`src/rtl/ata_pio_pkg.sv`:
```
package ata_pio_pkg;

  typedef enum logic [1:0] {PH_IDLE, PH_SETUP, PH_STROBE, PH_RECOV} phase_e;

  localparam int NUM_MODES = 4;

  // per-mode times in ns
  function automatic int t_setup_ns(int m);
    case (m)
      0: return 70;
      1: return 50;
      2: return 30;
      default: return 30;
    endcase
  endfunction

  function automatic int t_active_ns(int m);
    case (m)
      0: return 165;
      1: return 125;
      2: return 100;
      default: return 80;
    endcase
  endfunction

  function automatic int t_recov_ns(int m);
    case (m)
      0: return 100;
      1: return 100;
      2: return 100;
      default: return 70;
    endcase
  endfunction

  function automatic int ns_to_cyc(int ns, int mhz);
    int c;
    c = (ns * mhz) / 1000;
    return (c < 1) ? 1 : c;
  endfunction

endpackage

```
`src/rtl/ata_pio_timing.sv`:
```
module ata_pio_timing
  import ata_pio_pkg::*;
#(
  parameter int CLK_MHZ = 80,
  parameter int MODE_W  = 3,
  parameter int CNT_W   = 8
) (
  input  logic              clk_i,
  input  logic              rst_ni,
  input  logic              mode_set_i,
  input  logic [MODE_W-1:0] mode_i,
  output logic [CNT_W-1:0]  setup_o,
  output logic [CNT_W-1:0]  active_o,
  output logic [CNT_W-1:0]  recov_o
);

  localparam int IDX_W = $clog2(NUM_MODES);
  localparam logic [MODE_W-1:0] TOP_MODE = MODE_W'(NUM_MODES - 1);

  logic [CNT_W-1:0] lut_s [NUM_MODES];
  logic [CNT_W-1:0] lut_a [NUM_MODES];
  logic [CNT_W-1:0] lut_r [NUM_MODES];

  genvar m;
  generate
    for (m = 0; m < NUM_MODES; m++) begin : g_lut
      assign lut_s[m] = CNT_W'(ns_to_cyc(t_setup_ns(m), CLK_MHZ));
      assign lut_a[m] = CNT_W'(ns_to_cyc(t_active_ns(m), CLK_MHZ));
      assign lut_r[m] = CNT_W'(ns_to_cyc(t_recov_ns(m), CLK_MHZ));
    end
  endgenerate

  logic [IDX_W-1:0] idx;
  always_comb begin
    if (mode_i > TOP_MODE) idx = IDX_W'(NUM_MODES - 1);
    else                   idx = mode_i[IDX_W-1:0];
  end

  always_ff @(posedge clk_i or negedge rst_ni) begin
    if (!rst_ni) begin
      setup_o  <= lut_s[0];
      active_o <= lut_a[0];
      recov_o  <= lut_r[0];
    end else if (mode_set_i) begin
      setup_o  <= lut_s[idx];
      active_o <= lut_a[idx];
      recov_o  <= lut_r[idx];
    end
  end

endmodule

```
`src/rtl/ata_pio_devrst.sv`:
```
module ata_pio_devrst #(
  parameter int RST_CYCLES = 8_000_000
) (
  input  logic clk_i,
  input  logic rst_ni,
  input  logic req_i,
  output logic dev_rst_n_o
);

  localparam int CW = $clog2(RST_CYCLES + 1);

  logic [CW-1:0] cnt_q;
  logic          act_q;

  always_ff @(posedge clk_i or negedge rst_ni) begin
    if (!rst_ni) begin
      cnt_q <= '0;
      act_q <= 1'b0;
    end else if (!act_q) begin
      if (req_i) begin
        cnt_q <= CW'(RST_CYCLES - 1);
        act_q <= 1'b1;
      end
    end else if (cnt_q == '0) begin
      act_q <= 1'b0;
    end else begin
      cnt_q <= cnt_q - 1'b1;
    end
  end

  assign dev_rst_n_o = ~act_q;

  AST_RST_NEEDS_REQ: assert property (@(posedge clk_i) disable iff (!rst_ni)
    $fell(dev_rst_n_o) |-> $past(req_i));

endmodule

```
`src/rtl/ata_pio_engine.sv`:
```
module ata_pio_engine
  import ata_pio_pkg::*;
#(
  parameter int DATA_W = 16,
  parameter int ADDR_W = 3,
  parameter int CNT_W  = 8
) (
  input  logic              clk_i,
  input  logic              rst_ni,
  input  logic              req_valid_i,
  input  logic              req_write_i,
  input  logic [ADDR_W:0]   req_reg_i,
  input  logic [DATA_W-1:0] req_wdata_i,
  input  logic [CNT_W-1:0]  setup_i,
  input  logic [CNT_W-1:0]  active_i,
  input  logic [CNT_W-1:0]  recov_i,
  output logic              busy_o,
  output logic              rd_valid_o,
  output logic [DATA_W-1:0] rd_data_o,
  output logic [1:0]        cs_n_o,
  output logic [ADDR_W-1:0] addr_o,
  output logic              dior_n_o,
  output logic              diow_n_o,
  input  logic [DATA_W-1:0] data_i,
  output logic [DATA_W-1:0] data_o,
  output logic              data_oe_o
);

  localparam int NUM_CS = 2;

  phase_e            ph_q;
  logic [CNT_W-1:0]  cnt_q, act_q, rec_q;
  logic [ADDR_W:0]   reg_q;
  logic              wr_q;
  logic [DATA_W-1:0] wdata_q, rdata_q;
  logic              rd_pend_q, rd_valid_q;
  logic              accept;

  assign accept = req_valid_i && (ph_q == PH_IDLE);

  always_ff @(posedge clk_i or negedge rst_ni) begin
    if (!rst_ni) begin
      ph_q       <= PH_IDLE;
      cnt_q      <= '0;
      act_q      <= '0;
      rec_q      <= '0;
      reg_q      <= '0;
      wr_q       <= 1'b0;
      wdata_q    <= '0;
      rdata_q    <= '0;
      rd_pend_q  <= 1'b0;
      rd_valid_q <= 1'b0;
    end else begin
      rd_pend_q  <= 1'b0;
      rd_valid_q <= rd_pend_q;
      unique case (ph_q)
        PH_IDLE: if (accept) begin
          reg_q   <= req_reg_i;
          wr_q    <= req_write_i;
          wdata_q <= req_wdata_i;
          cnt_q   <= setup_i - 1'b1;
          act_q   <= active_i;
          rec_q   <= recov_i;
          ph_q    <= PH_SETUP;
        end
        PH_SETUP: if (cnt_q == '0) begin
          ph_q  <= PH_STROBE;
          cnt_q <= act_q - 1'b1;
        end else cnt_q <= cnt_q - 1'b1;
        PH_STROBE: if (cnt_q == '0) begin
          ph_q  <= PH_RECOV;
          cnt_q <= rec_q - 1'b1;
          if (!wr_q) begin
            rdata_q   <= data_i;   // sampled as the read strobe rises
            rd_pend_q <= 1'b1;
          end
        end else cnt_q <= cnt_q - 1'b1;
        PH_RECOV: if (cnt_q == '0) ph_q <= PH_IDLE;
                  else cnt_q <= cnt_q - 1'b1;
        default: ph_q <= PH_IDLE;
      endcase
    end
  end

  assign busy_o     = (ph_q != PH_IDLE);
  assign rd_valid_o = rd_valid_q;
  assign rd_data_o  = rdata_q;
  assign addr_o     = busy_o ? reg_q[ADDR_W-1:0] : '0;
  assign dior_n_o   = ~((ph_q == PH_STROBE) && !wr_q);
  assign diow_n_o   = ~((ph_q == PH_STROBE) && wr_q);
  assign data_oe_o  = busy_o && wr_q;
  assign data_o     = data_oe_o ? wdata_q : '0;

  genvar c;
  generate
    for (c = 0; c < NUM_CS; c++) begin : g_cs
      assign cs_n_o[c] = ~(busy_o && (reg_q[ADDR_W] == c[0]));
    end
  endgenerate

  AST_ACCEPT_BUSY: assert property (@(posedge clk_i) disable iff (!rst_ni)
    (req_valid_i && !busy_o) |=> busy_o);
  AST_ADDR_HELD: assert property (@(posedge clk_i) disable iff (!rst_ni)
    (busy_o && $past(busy_o)) |-> ($stable(addr_o) && $stable(cs_n_o)));
  AST_ONE_CS: assert property (@(posedge clk_i) disable iff (!rst_ni)
    $onehot0(~cs_n_o));
  AST_ONE_STROBE: assert property (@(posedge clk_i) disable iff (!rst_ni)
    !(!dior_n_o && !diow_n_o));
  AST_IDLE_QUIET: assert property (@(posedge clk_i) disable iff (!rst_ni)
    !busy_o |-> (dior_n_o && diow_n_o && !data_oe_o));
  AST_OE_NOT_READ: assert property (@(posedge clk_i) disable iff (!rst_ni)
    data_oe_o |-> dior_n_o);
  AST_RDV_PULSE: assert property (@(posedge clk_i) disable iff (!rst_ni)
    rd_valid_o |=> !rd_valid_o);
  AST_RDV_FOLLOWS: assert property (@(posedge clk_i) disable iff (!rst_ni)
    $rose(dior_n_o) |=> rd_valid_o);
  AST_COUNT_MIN: assert property (@(posedge clk_i) disable iff (!rst_ni)
    (req_valid_i && !busy_o) |-> (setup_i != '0 && active_i != '0 && recov_i != '0));

endmodule

```
`src/rtl/ata_pio_seq.sv`:
```
module ata_pio_seq #(
  parameter int CLK_MHZ    = 80,
  parameter int RST_CYCLES = 8_000_000,
  parameter int DATA_W     = 16,
  parameter int ADDR_W     = 3,
  parameter int MODE_W     = 3,
  parameter int CNT_W      = 8
) (
  input  logic              clk_i,
  input  logic              rst_ni,
  input  logic              req_valid_i,
  input  logic              req_write_i,
  input  logic [ADDR_W:0]   req_reg_i,
  input  logic [DATA_W-1:0] req_wdata_i,
  output logic              busy_o,
  output logic              rd_valid_o,
  output logic [DATA_W-1:0] rd_data_o,
  input  logic              mode_set_i,
  input  logic [MODE_W-1:0] mode_i,
  input  logic              dev_rst_req_i,
  output logic              ata_reset_n_o,
  output logic [1:0]        ata_cs_n_o,
  output logic [ADDR_W-1:0] ata_addr_o,
  output logic              ata_dior_n_o,
  output logic              ata_diow_n_o,
  input  logic [DATA_W-1:0] ata_data_i,
  output logic [DATA_W-1:0] ata_data_o,
  output logic              ata_data_oe_o
);

  logic [CNT_W-1:0] t_setup, t_active, t_recov;

  ata_pio_timing #(.CLK_MHZ(CLK_MHZ), .MODE_W(MODE_W), .CNT_W(CNT_W)) u_timing (
    .clk_i, .rst_ni, .mode_set_i, .mode_i,
    .setup_o(t_setup), .active_o(t_active), .recov_o(t_recov)
  );

  ata_pio_engine #(.DATA_W(DATA_W), .ADDR_W(ADDR_W), .CNT_W(CNT_W)) u_engine (
    .clk_i, .rst_ni, .req_valid_i, .req_write_i, .req_reg_i, .req_wdata_i,
    .setup_i(t_setup), .active_i(t_active), .recov_i(t_recov),
    .busy_o, .rd_valid_o, .rd_data_o,
    .cs_n_o(ata_cs_n_o), .addr_o(ata_addr_o),
    .dior_n_o(ata_dior_n_o), .diow_n_o(ata_diow_n_o),
    .data_i(ata_data_i), .data_o(ata_data_o), .data_oe_o(ata_data_oe_o)
  );

  ata_pio_devrst #(.RST_CYCLES(RST_CYCLES)) u_devrst (
    .clk_i, .rst_ni, .req_i(dev_rst_req_i), .dev_rst_n_o(ata_reset_n_o)
  );

endmodule

```
`config.mk`:
```
export PLATFORM = sky130hd
export DESIGN_NAME = ata_pio_seq
export DESIGN_NICKNAME = d
export VERILOG_FILES = /design/src/rtl/ata_pio_pkg.sv /design/src/rtl/ata_pio_timing.sv /design/src/rtl/ata_pio_devrst.sv /design/src/rtl/ata_pio_engine.sv /design/src/rtl/ata_pio_seq.sv
export SDC_FILE = /design/constraint.sdc
export NUM_CORES = 1
export LEC_CHECK = 0
export CAP_MARGIN = 20
export CORE_MARGIN = 10
export CORE_UTILIZATION = 25
export CTS_BUF_LIST = sky130_fd_sc_hd__clkbuf_4 sky130_fd_sc_hd__clkbuf_8 sky130_fd_sc_hd__clkbuf_16
export DETAILED_ROUTE_END_ITERATION = 8
export MAX_ROUTING_LAYER = met4
export PLACE_DENSITY = 0.45
export REMOVE_ABC_BUFFERS = 1
export SYNTH_ARGS = -nofsm -noshare
export SYNTH_HDL_FRONTEND = slang
export SYNTH_SLANG_ARGS = --single-unit
```
`constraint.sdc`:
```
create_clock -name clk_i -period 5.02 [get_ports clk_i]
set_clock_uncertainty 0.2 [all_clocks]
set_input_delay 0.753 -clock clk_i [delete_from_list [all_inputs] [get_ports clk_i]]
set_output_delay 0.753 -clock clk_i [all_outputs]
set_load 0.005 [all_outputs]
```
==> flow_metrics.tcl <==
set metrics [dict create \
    synth-seq-cells 85 \
    congestion_overflow_gr 0 \
    synthToLayoutAreaGrowth_pct 32.14 \
    timing.setup.critical_path_class "reg -> out" \
    run_status "finished, final reports clean" \
    yosys-mux-area-fraction_pct 7.850 \
    synthesis.area_sq_um 4399 \
    routed_wire_length_per_instance_um 15.29 \
    post-cts-setup-buffers 0 \
    critPathMaxStageDelay_ns 0.72 \
    floorplan.die_area_sq_um 23300 \
    max-vdd-ir-drop_mv 0.2013 \
    cp_slowest_cell "sky130_fd_sc_hd__nor2b_1" \
    post_synth_and_or_nand_nor_area_fraction_pct 19.74 \
    grt_setup_unrepaired "no" \
    netlist_instances 450 \
    finalSetupViolations 0 \
    num-fill-cells 1770 \
    cp-end-kind "output port" \
    floorplan.initialDensity_pct 25.43 \
    global_route_wire_length_before_repair_um 19550 \
    drt_first_iter_violations 196 \
    p_leak_nw 2.396 \
    cts_max_path_bufs 2 \
    synth-compound-area-share_pct 13.28 \
    hold_viol_final 0 \
    path_clk_slew_ns 0.07 \
    min_period_ns 3.623 \
    synth_top_family_by_area "simple AND/OR/NAND/NOR gates" \
    cts_buffers 9 \
    root_buffer "sky130_fd_sc_hd__clkbuf_16" \
    critPathLaunchType "register" \
    dr.pass1.iters 4 \
    vias_per_cell 4.715 \
    cp_data_arrival_time_ns 2.67 \
    drc 0 \
    synth.avg_cell_area_sq_um 9.776 \
    min-delay-path-class "reg -> reg" \
    synth_ff_type "sky130_fd_sc_hd__dfrtp_1" \
    fin_total_pwr_w 0.003137 \
    crit_path_cell_trace "inv_1 -> ha_1 -> nor2b_1 -> and2_1 -> clkdlybuf4s50_1" \
    tritoncts "done" \
    grt_pass1_vias 3672 \
    placeableCoreArea_sq_um 17300 \
    rows 48 \
    synth-edff-count 0 \
    grt_overall_usage_pct 10.38 \
    fin_tns_setup_ns 0 \
    hold_buffers 0 \
    sequential_element_share_of_the_synthesized_area_pct 48.46 \
    max_freq_mhz 276.0 \
    nets 589 \
    synth-async-reset-ratio_pct 100.0 \
    cts_num_sinks 85 \
    worst_pin_slew_ns 1.005 \
    antenna-diode-count 0 \
    path_max_fanout 17 \
    worst_ep_required_time_ns 4.07 \
    routed_wl_um 11600 \
    cts-htree-levels 3 \
    residual_antenna_violating_net_count_after_detailed_routing 0 \
    routed-via-count 3579 \
    synthesized_area_fraction_occupied_by_adder_cells_pct 4.266 \
    worst_hold_slack_ns 0.1550 \
    top_level_ports 88 \
    drv.max_cap_violation_count 0 \
    maximum_number_of_pins_on_one_net_before_global_route_repair 58 \
    die-height_um 152.7 \
    share_of_layout_cells_above_drive_strength_1_pct 11.99 \
    ys_warn_count 0 \
    globalplace.congestion 0.8139 \
    yosysUniqueCellTypes 57 \
    cts_repair_resized_insts 0 \
    synth_xor_xnor_area_share_pct 1.991 \
    drv_slew 0 \
    grt_antenna_before_repair 0 \
    clock_latency_reported_for_the_late_side_of_the_worst_skew_pair_ns 0.34 \
    numPortBuffers 87 \
    hpwlAfterDp_um 8599 \
    slew-limit-headroom_pct 33.03 \
    min_period_over_period_pct 72.18 \
    power_density_nw_per_um2 539.6 \
    die-width_um 152.7 \
]
logic make-up after synthesis:
| group | Yosys count |
|---|---|
| DFF | 85 |
| adders and majority gates | 15 |
| AOI/OAI and AO/OA | 84 |
| xor gates and xnor gates | 10 |
| buffers and inverters | 51 |
| muxes | 31 |
| and+or+nand+nor | 174 |
stage by stage:
| step | setup slack, ns | instances | util (%) | area, sq um |
|---|---|---|---|---|
| after floorplan | 2.312 | 428 | - | 4314 |
| after global placement | 1.836 | 742 | 31.68 | 5479 |
| after detailed placement | 1.709 | 743 | 31.84 | 5507 |
| after CTS | 1.319 | 759 | 33.61 | 5813 |
| after global routing | 1.122 | 759 | 33.61 | 5813 |
| final | 1.397 | 759 | 33.61 | 5813 |
critical path, delay by kind of cell (launching register included):
kind                       cells  cell delay [ns]
and+or+nand+nor                2             0.95
buffers and inverters          2             0.59
DFF                            1             0.40
adders and majority gates      1             0.39
final cells by class:
type	count	area [sq um]	area share [%]
clock inverter	7	81.33	1.399
inverter	29	108.9	1.873
multi-input combinational	314	2073	35.67
tap	225	281.5	4.843
clock buffer	9	225.2	3.874
sequential	85	2132	36.68
timing repair buffer	90	910.9	15.67
report_power, final:
| part | internal (W) | switching, W |
|---|---|---|
| logic | 0.000742 | 0.000586 |
| registers | 0.000936 | 0.000179 |
| clock network | 0.000393 | 0.000301 |
layer usage:
metal / wire [um] / up-vias / track usage [%] / part of all wire [%]
li1: - / 1739 / - / -
met4: 199 / 0 / 3.588 / 1.7
met5: 0 / - / - / 0
met3: 445 / 17 / 2.794 / 3.8
met2: 6041 / 59 / 17.65 / 52
met1: 4919 / 1764 / 11.50 / 42
flip-flops by register name, summed over array words and instances (netlist names):
signal               count
u_devrst.act_q           1
u_devrst.cnt_q          23
u_engine.act_q           3
u_engine.cnt_q           8
u_engine.ph_q            2
u_engine.rd_data_o      16
u_engine.rd_pend_q       1
u_engine.rd_valid_o      1
u_engine.rec_q           2
u_engine.reg_q           4
u_engine.wdata_q        16
u_engine.wr_q            1
u_timing.active_o        3
u_timing.recov_o         2
u_timing.setup_o         2
Yosys cell counts (12+ instances only):
cell type | count | area share, %
sky130_fd_sc_hd__nand2_1 | 70 | 6.0
sky130_fd_sc_hd__o21ai_0 | 13 | 1.5
sky130_fd_sc_hd__and2_1 | 17 | 2.4
sky130_fd_sc_hd__inv_1 | 27 | 2.3
sky130_fd_sc_hd__nor2_1 | 26 | 2.2
sky130_fd_sc_hd__a21oi_1 | 12 | 1.4
sky130_fd_sc_hd__nor3_1 | 14 | 1.6
sky130_fd_sc_hd__mux2_2 | 28 | 7.2
sky130_fd_sc_hd__clkbuf_1 | 20 | 1.7
sky130_fd_sc_hd__dfrtp_1 | 81 | 46
sky130_fd_sc_hd__ha_1 | 15 | 4.3
worst paths after layout:
path | start | end | cells past startpoint | slack, ns
hold reg to reg | u_engine.rd_pend_q$_DFF_PN0_ | u_engine.rd_valid_o$_DFF_PN0_ | 0 | 0.15
hold / removal | u_engine.rd_pend_q$_DFF_PN0_ | u_engine.rd_valid_o$_DFF_PN0_ | 0 | 0.15
setup reg to reg | u_devrst.cnt_q[0]$_DFFE_PN0P_ | u_devrst.cnt_q[22]$_DFFE_PN0P_ | 7 | 1.97
min in group asynchronous | rst_ni | u_engine.wdata_q[6]$_DFFE_PN0P_ | 1 | 0.28
max in group asynchronous | rst_ni | u_devrst.cnt_q[17]$_DFFE_PN0P_ | 2 | 3.45
setup / recovery | u_engine.ph_q[0]$_DFFE_PN0P_ | ata_data_o[12] | 5 | 1.40
layout by cell type, fill, tap and decap left out, types with 4 or more instances in the layout:
cell / instances
sky130_fd_sc_hd__o22ai_1: 4
sky130_fd_sc_hd__ha_1: 15
sky130_fd_sc_hd__inv_1: 27
sky130_fd_sc_hd__nand2_1: 70
sky130_fd_sc_hd__clkdlybuf4s50_1: 86
sky130_fd_sc_hd__dfrtp_1: 81
sky130_fd_sc_hd__xnor2_1: 8
sky130_fd_sc_hd__nor4_1: 6
sky130_fd_sc_hd__dfstp_2: 4
sky130_fd_sc_hd__nor3_1: 14
sky130_fd_sc_hd__clkbuf_16: 9
sky130_fd_sc_hd__a21oi_1: 12
sky130_fd_sc_hd__o211ai_1: 6
sky130_fd_sc_hd__o31ai_1: 5
sky130_fd_sc_hd__mux2_2: 28
sky130_fd_sc_hd__nor2b_1: 5
sky130_fd_sc_hd__nand3_1: 4
sky130_fd_sc_hd__o41ai_1: 4
sky130_fd_sc_hd__a31oi_1: 5
sky130_fd_sc_hd__or4_1: 4
sky130_fd_sc_hd__o21ai_0: 13
sky130_fd_sc_hd__o21a_1: 5
sky130_fd_sc_hd__or3_1: 8
sky130_fd_sc_hd__or2_2: 4
sky130_fd_sc_hd__and2_1: 17
sky130_fd_sc_hd__nor2_1: 26
Power figures use the tool's default switching activity.
